### src/rtl/dwc_pkg.sv
package dwc_pkg;

   // Domain run state; the encoding doubles as the clock-enable value
   typedef enum logic {
      DOM_STOP = 1'b0,
      DOM_RUN  = 1'b1
   } dom_state_e;

   // Selects how an unmasked interrupt is qualified
   typedef enum logic {
      WAKE_DIRECT   = 1'b0,   // interrupt alone always wakes
      WAKE_EXTGATED = 1'b1    // idle chip with wake_mode=0 needs the external pin
   } wake_variant_e;

endpackage

### src/rtl/dwc_sync.sv
module dwc_sync #(
   parameter int   STAGES    = 2,
   parameter logic RESET_VAL = 1'b1
) (
   input  logic clk,
   input  logic rst_n,
   input  logic d_i,
   output logic q_o
);

   if (STAGES < 2) begin : g_bad_stages
      $error("dwc_sync: STAGES must be at least 2");
   end

   logic [STAGES-1:0] chain_q;

   always_ff @(posedge clk or negedge rst_n) begin
      if (!rst_n) begin
         chain_q <= {STAGES{RESET_VAL}};
      end else begin
         chain_q <= {chain_q[STAGES-2:0], d_i};
      end
   end

   assign q_o = chain_q[STAGES-1];

endmodule

### src/rtl/dwc_wake_eval.sv
module dwc_wake_eval
   import dwc_pkg::*;
#(
   parameter int            N_IRQ   = 8,
   parameter wake_variant_e VARIANT = WAKE_EXTGATED
) (
   input  logic [N_IRQ-1:0] irq_req_i,
   input  logic [N_IRQ-1:0] irq_mask_i,
   input  logic             wake_mode_i,
   input  logic             chip_idle_i,
   input  logic             ext_wake_sync_n_i,
   output logic             irq_pending_o,
   output logic             irq_wake_o
);

   if (N_IRQ < 1) begin : g_bad_irq
      $error("dwc_wake_eval: N_IRQ must be at least 1");
   end

   logic [N_IRQ-1:0] live_irq;

   assign live_irq      = irq_req_i & ~irq_mask_i;
   assign irq_pending_o = |live_irq;

   if (VARIANT == WAKE_EXTGATED) begin : g_extgated
      logic ext_gate_open;
      // The external pin only matters when the chip idles with wake_mode clear
      assign ext_gate_open = wake_mode_i | ~chip_idle_i | ~ext_wake_sync_n_i;
      assign irq_wake_o    = irq_pending_o & ext_gate_open;
   end else begin : g_direct
      logic unused_cfg;
      assign unused_cfg = wake_mode_i ^ chip_idle_i ^ ext_wake_sync_n_i;
      assign irq_wake_o = irq_pending_o;
   end

endmodule

### src/rtl/dwc_sub_gate.sv
module dwc_sub_gate (
   input  logic clk,
   input  logic rst_n,
   input  logic dsp_rst_i,
   input  logic dom_run_i,
   input  logic next_run_i,
   input  logic wake_i,
   input  logic idle_cmd_i,
   input  logic idle_req_i,
   input  logic restart_en_i,
   output logic clk_en_o
);

   logic flag_q;
   logic flag_d;
   logic en_q;

   always_comb begin
      flag_d = flag_q;
      if (dsp_rst_i) begin
         flag_d = 1'b0;
      end else if (dom_run_i && idle_cmd_i) begin
         flag_d = idle_req_i;
      end else if (wake_i && restart_en_i) begin
         flag_d = 1'b0;
      end
   end

   always_ff @(posedge clk or negedge rst_n) begin
      if (!rst_n) begin
         flag_q <= 1'b0;
         en_q   <= 1'b1;
      end else begin
         flag_q <= flag_d;
         en_q   <= next_run_i & ~flag_d;
      end
   end

   assign clk_en_o = en_q;

   // a flagged subdomain without restart enable stays off across a wake
   assert_sub_hold_R8 : assert property (@(posedge clk) disable iff (!rst_n)
      (!dom_run_i && wake_i && !dsp_rst_i && flag_q && !restart_en_i) |=> !clk_en_o);

   // idle command while running reloads the enable from the request
   assert_idle_reload_R9 : assert property (@(posedge clk) disable iff (!rst_n)
      (dom_run_i && idle_cmd_i && !dsp_rst_i && next_run_i)
         |=> (clk_en_o == !$past(idle_req_i)));

   // domain reset always reopens this subdomain
   assert_sub_reset_R2 : assert property (@(posedge clk) disable iff (!rst_n)
      dsp_rst_i |=> clk_en_o);

endmodule

### src/rtl/dsp_wake_ctrl.sv
module dsp_wake_ctrl
   import dwc_pkg::*;
#(
   parameter int            N_IRQ       = 8,
   parameter int            N_SUB       = 4,
   parameter int            SYNC_STAGES = 2,
   parameter wake_variant_e VARIANT     = WAKE_EXTGATED
) (
   input  logic             clk,
   input  logic             rst_n,
   input  logic             dsp_rst_req,
   input  logic [N_IRQ-1:0] irq_req,
   input  logic [N_IRQ-1:0] irq_mask,
   input  logic             wake_mode,
   input  logic             chip_idle,
   input  logic             ext_wake_n,
   input  logic             dom_idle_req,
   input  logic             idle_cmd,
   input  logic [N_SUB-1:0] sub_idle_req,
   input  logic [N_SUB-1:0] sub_restart_en,
   output logic             dom_clk_en,
   output logic [N_SUB-1:0] sub_clk_en,
   output logic             wake_pulse
);

   if (N_SUB < 1) begin : g_bad_sub
      $error("dsp_wake_ctrl: N_SUB must be at least 1");
   end

   dom_state_e dom_q;
   dom_state_e dom_d;
   logic       pulse_q;
   logic       ext_sync_n;
   logic       irq_pending;
   logic       irq_wake;
   logic       dom_run;
   logic       next_run;
   logic       irq_wakes_now;

   dwc_sync #(
      .STAGES    (SYNC_STAGES),
      .RESET_VAL (1'b1)
   ) u_ext_sync (
      .clk   (clk),
      .rst_n (rst_n),
      .d_i   (ext_wake_n),
      .q_o   (ext_sync_n)
   );

   dwc_wake_eval #(
      .N_IRQ   (N_IRQ),
      .VARIANT (VARIANT)
   ) u_wake_eval (
      .irq_req_i         (irq_req),
      .irq_mask_i        (irq_mask),
      .wake_mode_i       (wake_mode),
      .chip_idle_i       (chip_idle),
      .ext_wake_sync_n_i (ext_sync_n),
      .irq_pending_o     (irq_pending),
      .irq_wake_o        (irq_wake)
   );

   assign dom_run       = (dom_q == DOM_RUN);
   assign irq_wakes_now = !dom_run && irq_wake && !dsp_rst_req;

   always_comb begin
      dom_d = dom_q;
      if (dsp_rst_req) begin
         dom_d = DOM_RUN;
      end else if (!dom_run && irq_wake) begin
         dom_d = DOM_RUN;
      end else if (dom_run && dom_idle_req && !irq_wake) begin
         dom_d = DOM_STOP;
      end
   end

   assign next_run = (dom_d == DOM_RUN);

   always_ff @(posedge clk or negedge rst_n) begin
      if (!rst_n) begin
         dom_q   <= DOM_RUN;
         pulse_q <= 1'b0;
      end else begin
         dom_q   <= dom_d;
         pulse_q <= !dom_run && next_run;
      end
   end

   for (genvar s = 0; s < N_SUB; s++) begin : g_sub
      dwc_sub_gate u_gate (
         .clk          (clk),
         .rst_n        (rst_n),
         .dsp_rst_i    (dsp_rst_req),
         .dom_run_i    (dom_run),
         .next_run_i   (next_run),
         .wake_i       (irq_wakes_now),
         .idle_cmd_i   (idle_cmd),
         .idle_req_i   (sub_idle_req[s]),
         .restart_en_i (sub_restart_en[s]),
         .clk_en_o     (sub_clk_en[s])
      );
   end

   assign dom_clk_en = dom_run;
   assign wake_pulse = pulse_q;

   // domain reset restarts the domain
   assert_dsp_reset_R2 : assert property (@(posedge clk) disable iff (!rst_n)
      dsp_rst_req |=> dom_clk_en);

   // unmasked interrupt with an open gate wakes the domain
   assert_irq_wake_R4 : assert property (@(posedge clk) disable iff (!rst_n)
      (!dom_clk_en && !dsp_rst_req && ((irq_req & ~irq_mask) != '0)
         && (wake_mode || !chip_idle)) |=> dom_clk_en);

   // masked interrupts never wake
   assert_masked_quiet_R5 : assert property (@(posedge clk) disable iff (!rst_n)
      (!dom_clk_en && !dsp_rst_req && ((irq_req & ~irq_mask) == '0)) |=> !dom_clk_en);

   // idle chip with wake_mode clear needs the synchronized pin low
   if (VARIANT == WAKE_EXTGATED) begin : g_ext_chk
      assert_ext_gate_R6 : assert property (@(posedge clk) disable iff (!rst_n)
         (!dom_clk_en && !dsp_rst_req && chip_idle && !wake_mode && ext_sync_n)
            |=> !dom_clk_en);
   end

   // stopped domain has every subdomain off
   assert_stop_subs_off_R3 : assert property (@(posedge clk) disable iff (!rst_n)
      !dom_clk_en |-> (sub_clk_en == '0));

   // pulse marks the first running cycle only
   assert_pulse_edge_R7 : assert property (@(posedge clk) disable iff (!rst_n)
      wake_pulse |-> (dom_clk_en && !$past(dom_clk_en)));

   assert_pulse_single_R7 : assert property (@(posedge clk) disable iff (!rst_n)
      wake_pulse |=> !wake_pulse);

endmodule

### config.mk
export PLATFORM = sky130hd
export DESIGN_NAME = dsp_wake_ctrl
export DESIGN_NICKNAME = d
export VERILOG_FILES = /design/src/rtl/dwc_pkg.sv /design/src/rtl/dwc_sync.sv /design/src/rtl/dwc_wake_eval.sv /design/src/rtl/dwc_sub_gate.sv /design/src/rtl/dsp_wake_ctrl.sv
export SDC_FILE = /design/constraint.sdc
export NUM_CORES = 1
export LEC_CHECK = 0
export CAP_MARGIN = 0
export CORE_ASPECT_RATIO = 1.25
export CORE_MARGIN = 1.5
export CORE_UTILIZATION = 36
export CTS_BUF_LIST = sky130_fd_sc_hd__clkbuf_16
export CTS_CLUSTER_SIZE = 12
export DETAILED_ROUTE_END_ITERATION = 7
export GPL_ROUTABILITY_DRIVEN = 0
export HOLD_SLACK_MARGIN = 0.1
export PLACE_DENSITY = 0.76
export SYNTH_ARGS = -nofsm -noshare
export SYNTH_HDL_FRONTEND = slang
export SYNTH_SLANG_ARGS = --single-unit
### constraint.sdc
create_clock -name clk -period 1.55 [get_ports clk]
set_input_delay 0.3875 -clock clk [delete_from_list [all_inputs] [get_ports clk]]
set_output_delay 0.3875 -clock clk [all_outputs]
set_load 0.01 [all_outputs]
== Yosys cells after proc, flatten, opt, wreduce, memory -nomap -nowiden ==
Index checks and enable logic that the tools add are counted.

* Flip-flop bits (word level): 12
* Bits of input ports: 32
* Word-level logic and storage cells: 55

* Mux-type cells: 15
* Bitwise logic cells: 15
* Reduce and logical (&&, ||, !) cells: 14

{| class="wikitable"
|+ Operators by type and width
! cell !! number
|-
| 2-to-1 mux 1 bit || 15
|-
| logical AND 1 bit || 10
|-
| bitwise AND 8 bit || 1
|-
| inverter 8 bit || 1
|-
| OR reduction 8 bit || 1
|-
| inverter 1 bit || 6
|-
| bitwise AND 1 bit || 5
|-
| zero test 1 bit || 3
|-
| OR 1 bit || 2
|}

== Longest topological paths before layout ==
* Depth after elaboration: 12
* Gate-level depth with buffers: 5
* Depth with buffers taken out: 4

== Modules after synthesis ==
From an unflattened synthesis, not the netlist that was laid out.

* Cell total of the unflattened synthesis: 55
* Area, all modules: 594.3 um^2

{| class="wikitable"
|+ By module, submodules not included
! module !! instances !! cells an instance !! area each (um^2) !! sequential area each (um^2)
|-
| dwc_sub_gate || 4 || 8 || 96.3 || 51.3
|-
| dwc_wake_eval || 1 || 14 || 81.3 || 0.0
|-
| dsp_wake_ctrl || 1 || 7 || 75.1 || 51.3
|-
| dwc_sync || 1 || 2 || 52.6 || 52.6
|}

== Worst setup path before layout ==
Ideal clock, no wire load.

* Kind: flip-flop to flip-flop
* Start: register dom_q, in the netlist dom_clk_en
* End: register g_sub[0].u_gate.flag_q
* Library setup time: 0.119 ns
* Arrival: 1.054 ns
* Setup slack: 0.377 ns
* Stages on the path, launching flop included: 6
* Period minus slack after synthesis: 1.173 ns
* Cell sequence: dfstp_2 buf_2 nand2_1 nand2_1 a21oi_1 and2_1

* Longest elaborated chain between the ends: 7

{| class="wikitable"
|+ Ends and longest elaborated chain
! what !! line !! text
|-
| start: declaration || dsp_wake_ctrl.sv:30 || <nowiki>dom_state_e dom_q;</nowiki>
|-
| start signal: assignment || dsp_wake_ctrl.sv:84 || <nowiki>dom_q <= dom_d;</nowiki>
|-
| zero test 1 bit || dsp_wake_ctrl.sv:64 || <nowiki>assign irq_wakes_now = !dom_run && irq_wake && !dsp_rst_req;</nowiki>
|-
| logical AND 1 bit (2 in a row) || dsp_wake_ctrl.sv:64 ||
|-
| logical AND 1 bit || dwc_sub_gate.sv:24 || <nowiki>end else if (wake_i && restart_en_i) begin</nowiki>
|-
| 2-to-1 mux 1 bit || dwc_sub_gate.sv:24 ||
|-
| 2-to-1 mux 1 bit * || dwc_sub_gate.sv:22 || <nowiki>end else if (dom_run_i && idle_cmd_i) begin</nowiki>
|-
| 2-to-1 mux 1 bit * || dwc_sub_gate.sv:20 || <nowiki>if (dsp_rst_i) begin</nowiki>
|-
| net g_sub[0].u_gate.flag_d || dwc_sub_gate.sv:15 || <nowiki>logic flag_d;</nowiki>
|-
| end signal: assignment || dwc_sub_gate.sv:34 || <nowiki>flag_q <= flag_d;</nowiki>
|-
| end: declaration || dwc_sub_gate.sv:14 || <nowiki>logic flag_q;</nowiki>
|}

Mark *: on every way through the listed nets, which the timed path passes. The rest lies on a longest branch.

== Worst setup path in the final report ==
* Start: register pulse_q, in the netlist wake_pulse
* End: output port wake_pulse

{| class="wikitable"
|+ RTL lines
! what !! line !! text
|-
| start: declaration || dsp_wake_ctrl.sv:32 || <nowiki>logic pulse_q;</nowiki>
|-
| start signal: assignment || dsp_wake_ctrl.sv:85 || <nowiki>pulse_q <= !dom_run && next_run;</nowiki>
|-
| end: declaration || dsp_wake_ctrl.sv:23 || <nowiki>output logic wake_pulse</nowiki>
|}

No word-level cell between the ends.

==> results.sh <==
export IMPL_crit_type="reg2out"
export IMPL_grt_pass1_vias=649
export IMPL_synth_area_sq_um=644
export IMPL_crit_buf_inv=1
export IMPL_vias=593
export IMPL_syn2layout_area_growth_pct=70.3
export IMPL_cts_tree="built"
export IMPL_synth_seq_cells=12
export IMPL_rows=16
export IMPL_skew_ns=0.00392
export IMPL_initial_core_util=0.397
export IMPL_firstDrtPassIters=4
export IMPL_pwr_share_seq=0.347
export IMPL_ir_drop_v=0.000562
export IMPL_grt_pass1_wl_mm=2.66
export IMPL_crit_start="wake_pulse"
export IMPL_grt_use_total=0.192
export IMPL_pwr_share_comb=0.185
export IMPL_die_w_um=40.8
export IMPL_critPathCaptureType="output port"
export IMPL_grt_start_max_net_pins=13
export IMPL_overflow=0
export IMPL_placed_cells=112
export IMPL_antenna_found_initial=0
export IMPL_syn_inst=59
export IMPL_setup_tns_ns=0
export IMPL_cts_path_max_buffers=2
export IMPL_p_total_w=0.00100
export IMPL_tightestPinTransition_ns=0.484
export IMPL_post_cts_buffers=0
export IMPL_yosysSeqAreaShare=0.480
export IMPL_power_switching_w=0.000205
export IMPL_hold_violations=0
export IMPL_final_cells=116
export IMPL_drive_gt1_frac=0.204
export IMPL_nets=131
export IMPL_drc_errors=0
export IMPL_cpPeakStageDelay_ns=0.53
export IMPL_slowest_stage="clkdlybuf4s50_1"
export IMPL_die_area_sq_um=2050
export IMPL_cts_root_buf="clkbuf_16"
export IMPL_cp_data_arrival_time_ns=1.10
export IMPL_yosys_warnings=0
export IMPL_grt_setup_unrepaired="no"
export IMPL_port_buffers=37
export IMPL_hp_class="reg2reg"
export IMPL_critPathMaxFanout=1
export IMPL_boundaryPins=38
export IMPL_p_leak_nw=0.433
export IMPL_initialDrtViolationCount=5
export IMPL_worstPathCellList="clkdlybuf4s50_1"
export IMPL_htree_levels=1
export IMPL_die_h_um=50.3
export IMPL_diodes=0
export IMPL_share_clk_of_total_power=0.468
export IMPL_syn_nets=91
export IMPL_setup_violations=0
export IMPL_switching_share=0.205
export IMPL_design_area_sq_um=1100
export IMPL_synth_distinct_cells=17
export IMPL_path_delay_family="buffers and inverters"
export IMPL_cts_buffers=3
export IMPL_hold_start="u_ext_sync.chain_q[0]"
export IMPL_maxSlewViolCount=0
export IMPL_final_antenna_net_count=0
export IMPL_power_density_nw_per_um2=912
export IMPL_wire_per_inst_um=13.2
export IMPL_dp_hpwl_mm=1.27
export IMPL_core_area_sq_um=1620
export IMPL_slew_headroom=0.676
export IMPL_required_ns=1.16
export IMPL_start_kind="flop"
export IMPL_clkTransAtPathRegs_ns=0.04
export IMPL_syn_area_per_cell_sq_um=10.9
export IMPL_clkSinkCount=12
export IMPL_p_int_w=0.000796
export IMPL_r2r_start="dom_clk_en"
export IMPL_totalWireLength_mm=1.53
export IMPL_clk_latency_ns=0.24
export IMPL_period_share=0.959
export IMPL_status="completed"
export IMPL_finalCriticalPeriod_ns=1.49
export IMPL_clock_fmax_mhz=673
export IMPL_drv_cap=0
export IMPL_placed_area_sq_um=1020
export IMPL_via_per_inst=5.11
## Yosys cell counts
library cell  instances  area share
nand2b_1              3       0.029
dfstp_2               7        0.29
nand2b_2              3       0.041
o21bai_4              1       0.029
and3b_1               1       0.014
inv_1                 3       0.017
nand2_1               6       0.035
and2_1                4       0.039
a22oi_1               4       0.047
buf_4                 4       0.047
a21oi_1               6       0.047
nand3_1               4       0.031
o211ai_1              4       0.047
nor2_2                1      0.0097
o2111ai_4             2       0.082
buf_2                 1      0.0078
dfrtp_1               5        0.19
## cell usage in the layout (no fill, tap or decap), drive strengths merged
cell type      netlist  layout
and2                 4       4
o2111ai              2       2
o211ai               4       4
nand2b               6       6
and3b                1       1
clkdlybuf4s50        0      32
nand2                6       6
nand3                4       4
a21oi                6       6
clkbuf               0       3
dfstp                7       7
a22oi                4       4
clkinv               0       1
inv                  3       3
dlygate4sd2          0       5
nor2                 1       1
o21bai               1       1
dfrtp                5       5
buf                  5       3
## layout make-up
cell class / count / area [sq um]
clock buffer: 3 / 75.1
clock inverter: 1 / 3.75
fill: 125 / 524
inverter: 3 / 11.3
multi-input combinational: 39 / 289
sequential: 12 / 309
tap: 18 / 22.5
timing repair buffer: 40 / 387
## logic make-up (layout without fill, tap and decap cells)
logic type | count (synthesis) | count (layout) | synth area share
AND/OR/NAND/NOR | 22 | 22 | 0.198
AO/OA/AOI/OAI | 17 | 17 | 0.250
flip-flops | 12 | 12 | 0.480
buffers and inverters | 8 | 47 | 0.0718
## stage by stage
stage	hold WS (ns)	setup slack, ns	util
2_1_floorplan	0.0919	0.377	-
3_3_place_gp	0.347	-0.0593	0.632
3_5_place_dp	0.348	-0.131	0.632
4_1_cts	0.356	0.0455	0.677
5_1_grt	0.357	0.00977	0.677
6_report	0.354	0.0635	0.677
## layer usage
layer,vias to the layer above,part of all wire,global-route usage
met4,0,0.015,0.100
met1,273,0.33,0.220
met2,34,0.57,0.323
met5,-,0,0
met3,3,0.081,0.0265
li1,283,-,-
## sequential cells by signal, indices dropped and copies added, names as in the netlist
name	cells
u_ext_sync.chain_q	2
g_sub.u_gate.flag_q	4
g_sub.u_gate.clk_en_o	4
wake_pulse	1
dom_clk_en	1
## power by group through the flow
stage	clock network [W]	registers, W	logic, W
6_report	0.000468	0.000348	0.000185
3_3_place_gp	0	0.000351	0.000189
5_1_grt	0.000483	0.000350	0.000204
2_1_floorplan	0	0.000351	0.0000795
3_5_place_dp	0	0.000352	0.000193
4_1_cts	0.000470	0.000348	0.000188
## repair_timing
| action | CTS | global route |
|---|---|---|
| hold buffers | 0 | 0 |
| gates resized for setup | 5 | 0 |
| pin swaps | 0 | 1 |
| setup endpoints to repair | 5 | 1 |
## final timing paths
kind	end	slack (ns)	cells past startpoint
max reg2reg	g_sub[0].u_gate.clk_en_o	0.30	5
max in group asynchronous	g_sub[1].u_gate.clk_en_o	0.72	1
min	u_ext_sync.chain_q[1]	0.35	0
max	wake_pulse	0.06	1
min reg2reg	u_ext_sync.chain_q[1]	0.35	0
min in group asynchronous	wake_pulse	0.48	1
Note: power is estimated with default switching activity, not from simulation.
